==> src/rtl/sram_ctl_pkg.sv <==
package sram_ctl_pkg;

  typedef enum logic [2:0] {
    ST_IDLE  = 3'd0,
    ST_W_SU  = 3'd1,
    ST_W_REL = 3'd2,
    ST_W_DRV = 3'd3,
    ST_W_END = 3'd4,
    ST_R_WAIT = 3'd5
  } ctl_state_e;

  // whole cycles covering ns nanoseconds, never fewer than one
  function automatic int unsigned ns_to_cyc(input int unsigned ns, input int unsigned clk_ns);
    int unsigned c;
    c = (ns + clk_ns - 1) / clk_ns;
    return (c < 1) ? 1 : c;
  endfunction

  function automatic int unsigned umax(input int unsigned a, input int unsigned b);
    return (a > b) ? a : b;
  endfunction

  // a - b, floored at one cycle
  function automatic int unsigned rest_min1(input int unsigned a, input int unsigned b);
    return (a > b) ? (a - b) : 1;
  endfunction

endpackage

==> src/rtl/sram_ctl_timer.sv <==
module sram_ctl_timer #(
  parameter int unsigned W = 3
) (
  input  logic         clk,
  input  logic         rst_n,
  input  logic         ld,
  input  logic [W-1:0] ld_val,
  output logic         last
);

  logic [W-1:0] cnt_q;

  always_ff @(posedge clk or negedge rst_n) begin
    if (!rst_n) begin
      cnt_q <= '0;
    end else if (ld) begin
      cnt_q <= ld_val;
    end else if (cnt_q != '0) begin
      cnt_q <= cnt_q - 1'b1;
    end
  end

  assign last = (cnt_q == '0);

  // counter parks at zero until reloaded, so a phase never wraps around
  AST_TMR_PARK: assert property (@(posedge clk) disable iff (!rst_n)
    ($past(cnt_q) == '0 && !$past(ld)) |-> (cnt_q == '0));

endmodule

==> src/rtl/sram_ctl_datapath.sv <==
module sram_ctl_datapath #(
  parameter int unsigned ADDR_W = 18,
  parameter int unsigned DATA_W = 4
) (
  input  logic              clk,
  input  logic              rst_n,
  input  logic              accept,
  input  logic [ADDR_W-1:0] in_addr,
  input  logic [DATA_W-1:0] in_wdata,
  input  logic              capture,
  input  logic [DATA_W-1:0] pad_in,
  output logic [ADDR_W-1:0] addr_q,
  output logic [DATA_W-1:0] wdata_q,
  output logic [DATA_W-1:0] rdata_q
);

  always_ff @(posedge clk or negedge rst_n) begin
    if (!rst_n) begin
      addr_q  <= '0;
      wdata_q <= '0;
    end else if (accept) begin
      addr_q  <= in_addr;
      wdata_q <= in_wdata;
    end
  end

  always_ff @(posedge clk or negedge rst_n) begin
    if (!rst_n) begin
      rdata_q <= '0;
    end else if (capture) begin
      rdata_q <= pad_in;
    end
  end

  // the accept and capture strobes come from the sequencer: never together
  AST_ACC_CAP_EXCL: assert property (@(posedge clk) disable iff (!rst_n)
    !(accept && capture));

endmodule

==> src/rtl/sram_ctl_fsm.sv <==
module sram_ctl_fsm
  import sram_ctl_pkg::*;
#(
  parameter int unsigned SU_CYC  = 1,
  parameter int unsigned REL_CYC = 1,
  parameter int unsigned DAT_CYC = 1,
  parameter int unsigned END_CYC = 1,
  parameter int unsigned RD_CYC  = 2,
  parameter int unsigned CNT_W   = 2
) (
  input  logic             clk,
  input  logic             rst_n,
  input  logic             req_valid,
  input  logic             req_write,
  input  logic             tmr_last,
  output logic             tmr_ld,
  output logic [CNT_W-1:0] tmr_val,
  output logic             accept,
  output logic             capture,
  output logic             ready,
  output logic             done,
  output logic             ce_n,
  output logic             we_n,
  output logic             oe_n,
  output logic             dq_oe
);

  localparam logic [CNT_W-1:0] SU_LD  = CNT_W'(SU_CYC - 1);
  localparam logic [CNT_W-1:0] REL_LD = CNT_W'(REL_CYC - 1);
  localparam logic [CNT_W-1:0] DAT_LD = CNT_W'(DAT_CYC - 1);
  localparam logic [CNT_W-1:0] END_LD = CNT_W'(END_CYC - 1);
  localparam logic [CNT_W-1:0] RD_LD  = CNT_W'(RD_CYC - 1);

  ctl_state_e st_q, st_d;

  always_comb begin
    st_d    = st_q;
    tmr_ld  = 1'b0;
    tmr_val = '0;
    accept  = 1'b0;
    capture = 1'b0;
    unique case (st_q)
      ST_IDLE: begin
        if (req_valid) begin
          accept = 1'b1;
          tmr_ld = 1'b1;
          if (req_write) begin
            st_d    = ST_W_SU;
            tmr_val = SU_LD;
          end else begin
            st_d    = ST_R_WAIT;
            tmr_val = RD_LD;
          end
        end
      end
      ST_W_SU: begin
        if (tmr_last) begin
          st_d    = ST_W_REL;
          tmr_ld  = 1'b1;
          tmr_val = REL_LD;
        end
      end
      ST_W_REL: begin
        if (tmr_last) begin
          st_d    = ST_W_DRV;
          tmr_ld  = 1'b1;
          tmr_val = DAT_LD;
        end
      end
      ST_W_DRV: begin
        if (tmr_last) begin
          st_d    = ST_W_END;
          tmr_ld  = 1'b1;
          tmr_val = END_LD;
        end
      end
      ST_W_END: begin
        if (tmr_last) st_d = ST_IDLE;
      end
      ST_R_WAIT: begin
        if (tmr_last) begin
          capture = 1'b1;
          st_d    = ST_IDLE;
        end
      end
      default: st_d = ST_IDLE;
    endcase
  end

  // pin levels registered from the next state so each strobe is a clean flop
  logic ce_n_d, we_n_d, oe_n_d, dq_oe_d, ready_d;

  always_comb begin
    ce_n_d  = (st_d == ST_IDLE);
    oe_n_d  = (st_d == ST_IDLE);
    we_n_d  = !((st_d == ST_W_REL) || (st_d == ST_W_DRV));
    dq_oe_d = (st_d == ST_W_DRV);
    ready_d = (st_d == ST_IDLE);
  end

  always_ff @(posedge clk or negedge rst_n) begin
    if (!rst_n) begin
      st_q  <= ST_IDLE;
      ce_n  <= 1'b1;
      we_n  <= 1'b1;
      oe_n  <= 1'b1;
      dq_oe <= 1'b0;
      ready <= 1'b1;
      done  <= 1'b0;
    end else begin
      st_q  <= st_d;
      ce_n  <= ce_n_d;
      we_n  <= we_n_d;
      oe_n  <= oe_n_d;
      dq_oe <= dq_oe_d;
      ready <= ready_d;
      done  <= capture;
    end
  end

  AST_WE_IN_CE: assert property (@(posedge clk) disable iff (!rst_n)
    !we_n |-> !ce_n);
  AST_DRV_UNDER_WE: assert property (@(posedge clk) disable iff (!rst_n)
    dq_oe |-> !we_n);
  AST_DRV_AFTER_REL: assert property (@(posedge clk) disable iff (!rst_n)
    $rose(dq_oe) |-> $past(!we_n));
  AST_OE_IN_CE: assert property (@(posedge clk) disable iff (!rst_n)
    !oe_n |-> !ce_n);
  AST_DONE_ONE_CYCLE: assert property (@(posedge clk) disable iff (!rst_n)
    done |=> !done);
  AST_DONE_NOT_WRITE: assert property (@(posedge clk) disable iff (!rst_n)
    done |-> $past(we_n));

endmodule

==> src/rtl/sram_ctl.sv <==
module sram_ctl
  import sram_ctl_pkg::*;
#(
  parameter int unsigned ADDR_W    = 18,
  parameter int unsigned DATA_W    = 4,
  parameter int unsigned CLK_NS    = 10,
  parameter int unsigned T_SA_NS   = 0,
  parameter int unsigned T_AW_NS   = 10,
  parameter int unsigned T_WP_NS   = 10,
  parameter int unsigned T_REL_NS  = 6,
  parameter int unsigned T_SD_NS   = 7,
  parameter int unsigned T_HA_NS   = 0,
  parameter int unsigned T_WC_NS   = 12,
  parameter int unsigned T_AA_NS   = 12,
  parameter int unsigned T_DOE_NS  = 6
) (
  input  logic              clk,
  input  logic              rst_n,
  input  logic              req_valid,
  output logic              req_ready,
  input  logic              req_write,
  input  logic [ADDR_W-1:0] req_addr,
  input  logic [DATA_W-1:0] req_wdata,
  output logic              rsp_done,
  output logic [DATA_W-1:0] rsp_rdata,
  output logic              sram_ce_n,
  output logic              sram_we_n,
  output logic              sram_oe_n,
  output logic [ADDR_W-1:0] sram_addr,
  output logic [DATA_W-1:0] sram_dq_o,
  output logic              sram_dq_oe,
  input  logic [DATA_W-1:0] sram_dq_i
);

  localparam int unsigned SU_CYC  = ns_to_cyc(T_SA_NS, CLK_NS);
  localparam int unsigned REL_CYC = ns_to_cyc(T_REL_NS, CLK_NS);
  localparam int unsigned WP_CYC  = ns_to_cyc(T_WP_NS, CLK_NS);
  localparam int unsigned AW_CYC  = ns_to_cyc(T_AW_NS, CLK_NS);
  localparam int unsigned SD_CYC  = ns_to_cyc(T_SD_NS, CLK_NS);
  localparam int unsigned WC_CYC  = ns_to_cyc(T_WC_NS, CLK_NS);
  // data phase: setup before the rising strobe, full pulse width, address-to-end
  localparam int unsigned DAT_CYC = umax(SD_CYC, umax(rest_min1(WP_CYC, REL_CYC),
                                         rest_min1(AW_CYC, SU_CYC + REL_CYC)));
  localparam int unsigned BODY_CYC = SU_CYC + REL_CYC + DAT_CYC;
  localparam int unsigned END_CYC = umax(ns_to_cyc(T_HA_NS, CLK_NS), rest_min1(WC_CYC, BODY_CYC));
  localparam int unsigned RD_CYC  = umax(ns_to_cyc(T_AA_NS, CLK_NS), ns_to_cyc(T_DOE_NS, CLK_NS));
  localparam int unsigned MAX_CYC = umax(umax(SU_CYC, REL_CYC), umax(umax(DAT_CYC, END_CYC), RD_CYC));
  localparam int unsigned CNT_W   = $clog2(MAX_CYC + 1);

  logic             tmr_ld;
  logic [CNT_W-1:0] tmr_val;
  logic             tmr_last;
  logic             accept;
  logic             capture;

  sram_ctl_fsm #(
    .SU_CYC (SU_CYC),
    .REL_CYC(REL_CYC),
    .DAT_CYC(DAT_CYC),
    .END_CYC(END_CYC),
    .RD_CYC (RD_CYC),
    .CNT_W  (CNT_W)
  ) u_fsm (
    .clk      (clk),
    .rst_n    (rst_n),
    .req_valid(req_valid),
    .req_write(req_write),
    .tmr_last (tmr_last),
    .tmr_ld   (tmr_ld),
    .tmr_val  (tmr_val),
    .accept   (accept),
    .capture  (capture),
    .ready    (req_ready),
    .done     (rsp_done),
    .ce_n     (sram_ce_n),
    .we_n     (sram_we_n),
    .oe_n     (sram_oe_n),
    .dq_oe    (sram_dq_oe)
  );

  sram_ctl_timer #(
    .W(CNT_W)
  ) u_timer (
    .clk   (clk),
    .rst_n (rst_n),
    .ld    (tmr_ld),
    .ld_val(tmr_val),
    .last  (tmr_last)
  );

  sram_ctl_datapath #(
    .ADDR_W(ADDR_W),
    .DATA_W(DATA_W)
  ) u_dp (
    .clk     (clk),
    .rst_n   (rst_n),
    .accept  (accept),
    .in_addr (req_addr),
    .in_wdata(req_wdata),
    .capture (capture),
    .pad_in  (sram_dq_i),
    .addr_q  (sram_addr),
    .wdata_q (sram_dq_o),
    .rdata_q (rsp_rdata)
  );

  AST_ADDR_HELD: assert property (@(posedge clk) disable iff (!rst_n)
    (!req_ready && $past(!req_ready)) |-> $stable(sram_addr));
  AST_WDATA_HELD: assert property (@(posedge clk) disable iff (!rst_n)
    (sram_dq_oe && $past(sram_dq_oe)) |-> $stable(sram_dq_o));
  AST_BUSY_SELECTED: assert property (@(posedge clk) disable iff (!rst_n)
    !req_ready |-> !sram_ce_n);
  AST_READ_NO_DRIVE: assert property (@(posedge clk) disable iff (!rst_n)
    (!sram_oe_n && sram_we_n) |-> !sram_dq_oe);

endmodule

==> config.mk <==
export PLATFORM = sky130hd
export DESIGN_NAME = sram_ctl
export DESIGN_NICKNAME = d
export VERILOG_FILES = /design/src/rtl/sram_ctl_pkg.sv /design/src/rtl/sram_ctl_timer.sv /design/src/rtl/sram_ctl_datapath.sv /design/src/rtl/sram_ctl_fsm.sv /design/src/rtl/sram_ctl.sv
export SDC_FILE = /design/constraint.sdc
export NUM_CORES = 1
export LEC_CHECK = 0
export ABC_AREA = 1
export BUFFER_PORTS_ARGS = -buffer_cell sky130_fd_sc_hd__buf_2
export CAP_MARGIN = 20
export CORE_ASPECT_RATIO = 0.8
export CORE_UTILIZATION = 50
export DETAILED_ROUTE_END_ITERATION = 8
export PLACE_DENSITY = 0.89
export SKIP_CTS_REPAIR_TIMING = 1
export SKIP_LAST_GASP = 1
export SLEW_MARGIN = 20
export SYNTH_ARGS = -nofsm -noshare
export SYNTH_HDL_FRONTEND = slang
export SYNTH_SLANG_ARGS = --single-unit
==> constraint.sdc <==
create_clock -name clk -period 3.05 [get_ports clk]
set_clock_uncertainty 0.1 [all_clocks]
set_input_delay 0 -clock clk [delete_from_list [all_inputs] [get_ports clk]]
set_output_delay 0 -clock clk [all_outputs]
set_load 0.05 [all_outputs]
* Word level (Yosys, flattened, before mapping)
Index checks and enable logic that the tools add are counted.
** Storage, ports and cells
- Flip-flop bits (word level) :: 35
- Input port bits :: 30
- Output and inout port bits :: 32
- Logic and storage cells :: 43
** Operators by class
- Add/sub/neg operators :: 1
- Eq/ne operators :: 7
- Mux-type cells :: 17
- Reductions and logical operators :: 9
** Operator list (number)
- $mux 3 :: 6
- $pmux 3 s5 :: 1
- $eq 3x2->1 const B :: 4
- $mux 2 :: 4
- $eq 3x3->1 const B :: 2
- $logic_not 3->1 :: 2
- $mux 1 :: 5
- $reduce_bool 2->1 :: 2
- $eq 3x1->1 const B :: 1
- $reduce_or 3->1 :: 1
- $logic_not 2->1 :: 1
- $pmux 1 s2 :: 1
- $reduce_or 2->1 :: 1
- $sub 2x1->2 const B :: 1
- $logic_not 1->1 :: 1
- $logic_or 1x1->1 :: 1

* Depth between registers and ports, before layout
- Depth in word-level cells :: 6
- Gate-level depth with buffers :: 9
- Gate-level depth less buffers :: 8

* Cells and area by module
A second synthesis with hierarchy kept.
** Second synthesis, totals
- Cells, all modules :: 168
- Area total of the unflattened synthesis :: 1465.2 µm²
** By module, submodules not included
- sram_ctl_datapath :: instances 1, cells an instance 110, area an instance 988.4 µm², sequential area each 650.6 µm²
- sram_ctl_fsm :: instances 1, cells an instance 41, area an instance 356.6 µm², sequential area each 177.7 µm²
- sram_ctl_timer :: instances 1, cells an instance 17, area an instance 120.1 µm², sequential area each 50.0 µm²

* Worst setup path after synthesis
No wires, ideal clock.
- Path type :: flip-flop to flip-flop
- From :: register u_timer.cnt_q[0]
- To :: register u_dp.rdata_q[0]
- Setup time :: 66 ps
- Arrival time :: 1119 ps
- Required time :: 2884 ps
- Slack :: 1765 ps
- Stages on the path, launching flop included :: 8
- Path buffers :: 1
- Cell sequence :: dfrtp_1 -> inv_1 -> ha_1 -> buf_2 -> nand4_1 -> inv_1 -> nand2_1 -> nand2_1
** Between the ends
- Word-level cells in the longest chain between the ends :: 3
** RTL lines
- from (decl) :: line sram_ctl_timer.sv:11 : logic [W-1:0] cnt_q;
- from (signal assigned) :: line sram_ctl_timer.sv:17 : cnt_q <= ld_val;
- from (signal assigned) :: line sram_ctl_timer.sv:19 : cnt_q <= cnt_q - 1'b1;
- $logic_not 2->1 :: line sram_ctl_timer.sv:23 : assign last = (cnt_q == '0);
- $mux 1 :: line sram_ctl_fsm.sv:81 : if (tmr_last) begin
- $mux 1 :: line sram_ctl_fsm.sv:42 : unique case (st_q)
- net capture :: line sram_ctl.sv:54 : logic capture;
- to (signal assigned) :: line sram_ctl_datapath.sv:31 : rdata_q <= pad_in;
- to (decl) :: line sram_ctl_datapath.sv:14 : output logic [DATA_W-1:0] rdata_q
The timed path passes the listed nets, and every way through them passes these cells.
A chain may end at the register's enable or synchronous reset.

* Worst setup path after layout
- From :: register u_fsm.st_q[2]
- To :: register u_timer.cnt_q[0]
** Between the ends
- Word-level cells in the longest chain between the ends :: 4
** RTL lines
- from (decl) :: line sram_ctl_fsm.sv:34 : ctl_state_e st_q, st_d;
- from (signal assigned) :: line sram_ctl_fsm.sv:111 : st_q <= st_d;
- $eq 3x1->1 or $eq 3x2->1 (tied branches) :: line sram_ctl_fsm.sv:42
- $reduce_or 3->1 (no line)
- $pmux 1 s2 :: line sram_ctl_fsm.sv:42
- $mux 2 or $reduce_bool 2->1 (tied branches)
Several ways; a longest one is shown, not always the timed one.

==> reports/metrics.csv <==
metric;value;unit
setup.worst_path.class;reg -> reg;
ys_ff_latch;35;
setup_viol;0;
ys_types;17;
holdCritPathClass;in -> reg;
grt_pass1_vias;1160;
drv_cap;0;
internal-power;1.21;mW
placed_cells;258;
p_seq_frac;0.315;
track_usage;0.216;
power.total;2.62;mW
row_count;17;
ant_nets;0;
fp.dieH;50.7;um
grt_max_degree;36;
insertion_delay;0.28;ns
power.leakage;1.21;nW
antenna_found_initial;0;
die_area;3190;um2
cts_tree;built;
core_area;2790;um2
io_buffers;61;
cts-root-buf;clkbuf_8;
cp-end-kind;flip-flop;
cts_made_buffers;5;
place.gp.congestion;0.787;
p_switching;1.42;mW
syn_inst;168;
fin_util;0.768;
via_count;1451;
synth.mux.area_fraction;0;
post-route-period-util;0.603;
die_w;62.9;um
clock_path_buffers;2;
stdcell_count;293;
status;finished, final reports clean;
setup_ws;1.21;ns
synthSimpleGateAreaFrac;0.320;
hold_violations;0;
report.final.slew_viol_count;0;
p_per_area;1230;nW/um2
synth_area_leaders;dfrtp_1 (56%), nand2_1 (18%), nand3_1 (9.1%);
yosysTopAreaCellShare;0.557;
dp_slack;1.25;ns
syn_nets;199;
worstMarginPinSlew;0.751;ns
grt_pass1_wl;5.04;mm
clkPwrFrac;0.126;
p_comb_frac;0.559;
nets;286;
synth_seq_area_share;0.592;
clock_sinks;35;
fin_crit;1.84;ns
synth.avg_cell_area;8.83;um2
setup_tns;0;ns
cts_max_level;2;
hpwl;2.20;mm
ir_worst_vdd;0.000805;V
drt_wl_total;3.81;mm
synth-compound-area-share;0.0143;
p_sw_frac;0.540;
yosysTopAreaCell;dfrtp_1;
wl_per_cell;13.0;um
io_pins;62;
grt_overflow_total;0;
yosys_warnings;0;
synth_adder_area_share;0.00844;
synth_top_family_by_area;simple AND/OR/NAND/NOR gates;
drtIter0Drc;162;
fmax;544;MHz
startpoint_type;flip-flop;
dr.pass1.iters;4;
cp_data_arrival_time;1.95;ns
synth-xor-area-share;0;
clk_pin_slew;0.07;ns
synthToLayoutAreaGrowth;44.4;%
worst_slew_margin_rel;0.500;
initial_core_util;0.532;
cp.required;3.16;ns
rsz0062_at_grt;no;
insertedDiodeCount;0;
syn_area;1480;um2
crit_fanout;26;
viasPerCell;4.95;
drc;0;
drive_above_1_share;0.294;
==> cell type report <==
| type | count | area, um2 |
|---|---|---|
| inverters | 9 | 33.8 |
| flip-flops and latches | 35 | 878 |
| clock buffers | 6 | 82.6 |
| well taps | 38 | 47.5 |
| clock inverters | 1 | 5.00 |
| fillers | 190 | 646 |
| multi-input cells | 115 | 508 |
| repair buffers | 89 | 586 |
==> sequential cells by signal, summed over array words and instances (netlist names) <==
register	count
u_dp.addr_q	18
u_dp.rdata_q	4
u_dp.wdata_q	4
u_fsm.st_q	3
u_timer.cnt_q	2
u_fsm.done	1
u_fsm.dq_oe	1
u_fsm.ready	1
u_fsm.we_n	1
==> layer usage <==
metal	up-vias	track usage	part of all wire
li1	700	-	-
met1	659	0.270	0.40
met2	84	0.321	0.49
met3	8	0.0932	0.074
met4	0	0.109	0.029
met5	-	0	0
==> layout by cell type, fill, tap and decap left out, types with 2 or more instances in the layout <==
cell,count
a21oi_1,2
buf_2,61
nand2_1,70
inv_1,8
dlygate4sd3_1,28
nor2_1,9
nor2_4,2
dfrtp_1,33
clkbuf_8,6
dfstp_2,2
nand3_1,27
==> final timing paths <==
path                                        startpoint                      endpoint  slack, ns  depth (start not counted)
hold reg to reg            u_dp.addr_q[14]$_DFFE_PN0P_   u_dp.addr_q[14]$_DFFE_PN0P_       0.37                          2
setup reg to reg               u_fsm.st_q[2]$_DFF_PN0_  u_timer.cnt_q[0]$_DFFE_PN0P_       1.21                          5
hold / removal                               req_valid   u_dp.addr_q[16]$_DFFE_PN0P_       0.09                          5
setup / recovery               u_fsm.st_q[2]$_DFF_PN0_  u_timer.cnt_q[0]$_DFFE_PN0P_       1.21                          5
min in group asynchronous                        rst_n   u_dp.wdata_q[0]$_DFFE_PN0P_       0.23                          2
max in group asynchronous                        rst_n   u_dp.wdata_q[3]$_DFFE_PN0P_       2.15                          2
==> cell families after synthesis <==
logic type      Yosys count
simple gates            111
flops                    35
buf+inv                  18
compound gates            3
fa+ha+maj                 1
==> cells in the mapped netlist (all sizes together) <==
library cell,number
a21boi,1
nand2,71
dfrtp,33
a21oi,2
dfstp,2
nand3,27
nor2,11
ha,1
nand4,1
nand3b,1
inv,9
buf,9
==> worst max-delay path, cell delays in order, from the launching register on <==
cell and delay, ns:
dfrtp_1 0.46, nor2_4 0.44, nand2_2 0.42, nand2_1 0.19, nor2_1 0.05, a21oi_1 0.10
==> power groups by stage <==
stage | sequential [mW] | combinational [mW] | clock [mW]
after global routing | 0.850 | 1.58 | 0.354
after CTS | 0.818 | 1.43 | 0.339
after detailed placement | 0.821 | 1.43 | 0
after global placement | 0.817 | 1.40 | 0
after floorplan | 1.45 | 0.528 | 0
final | 0.828 | 1.47 | 0.330
==> through the flow <==
stage                     area, um2  hold slack [ns]
after floorplan                1480           -0.396
after global placement         1770        -0.000950
after detailed placement       1770          0.00874
after CTS                      1860           -0.302
after global routing           2140            0.130
final                          2140           0.0897
Note: power is estimated with default switching activity, not from simulation.
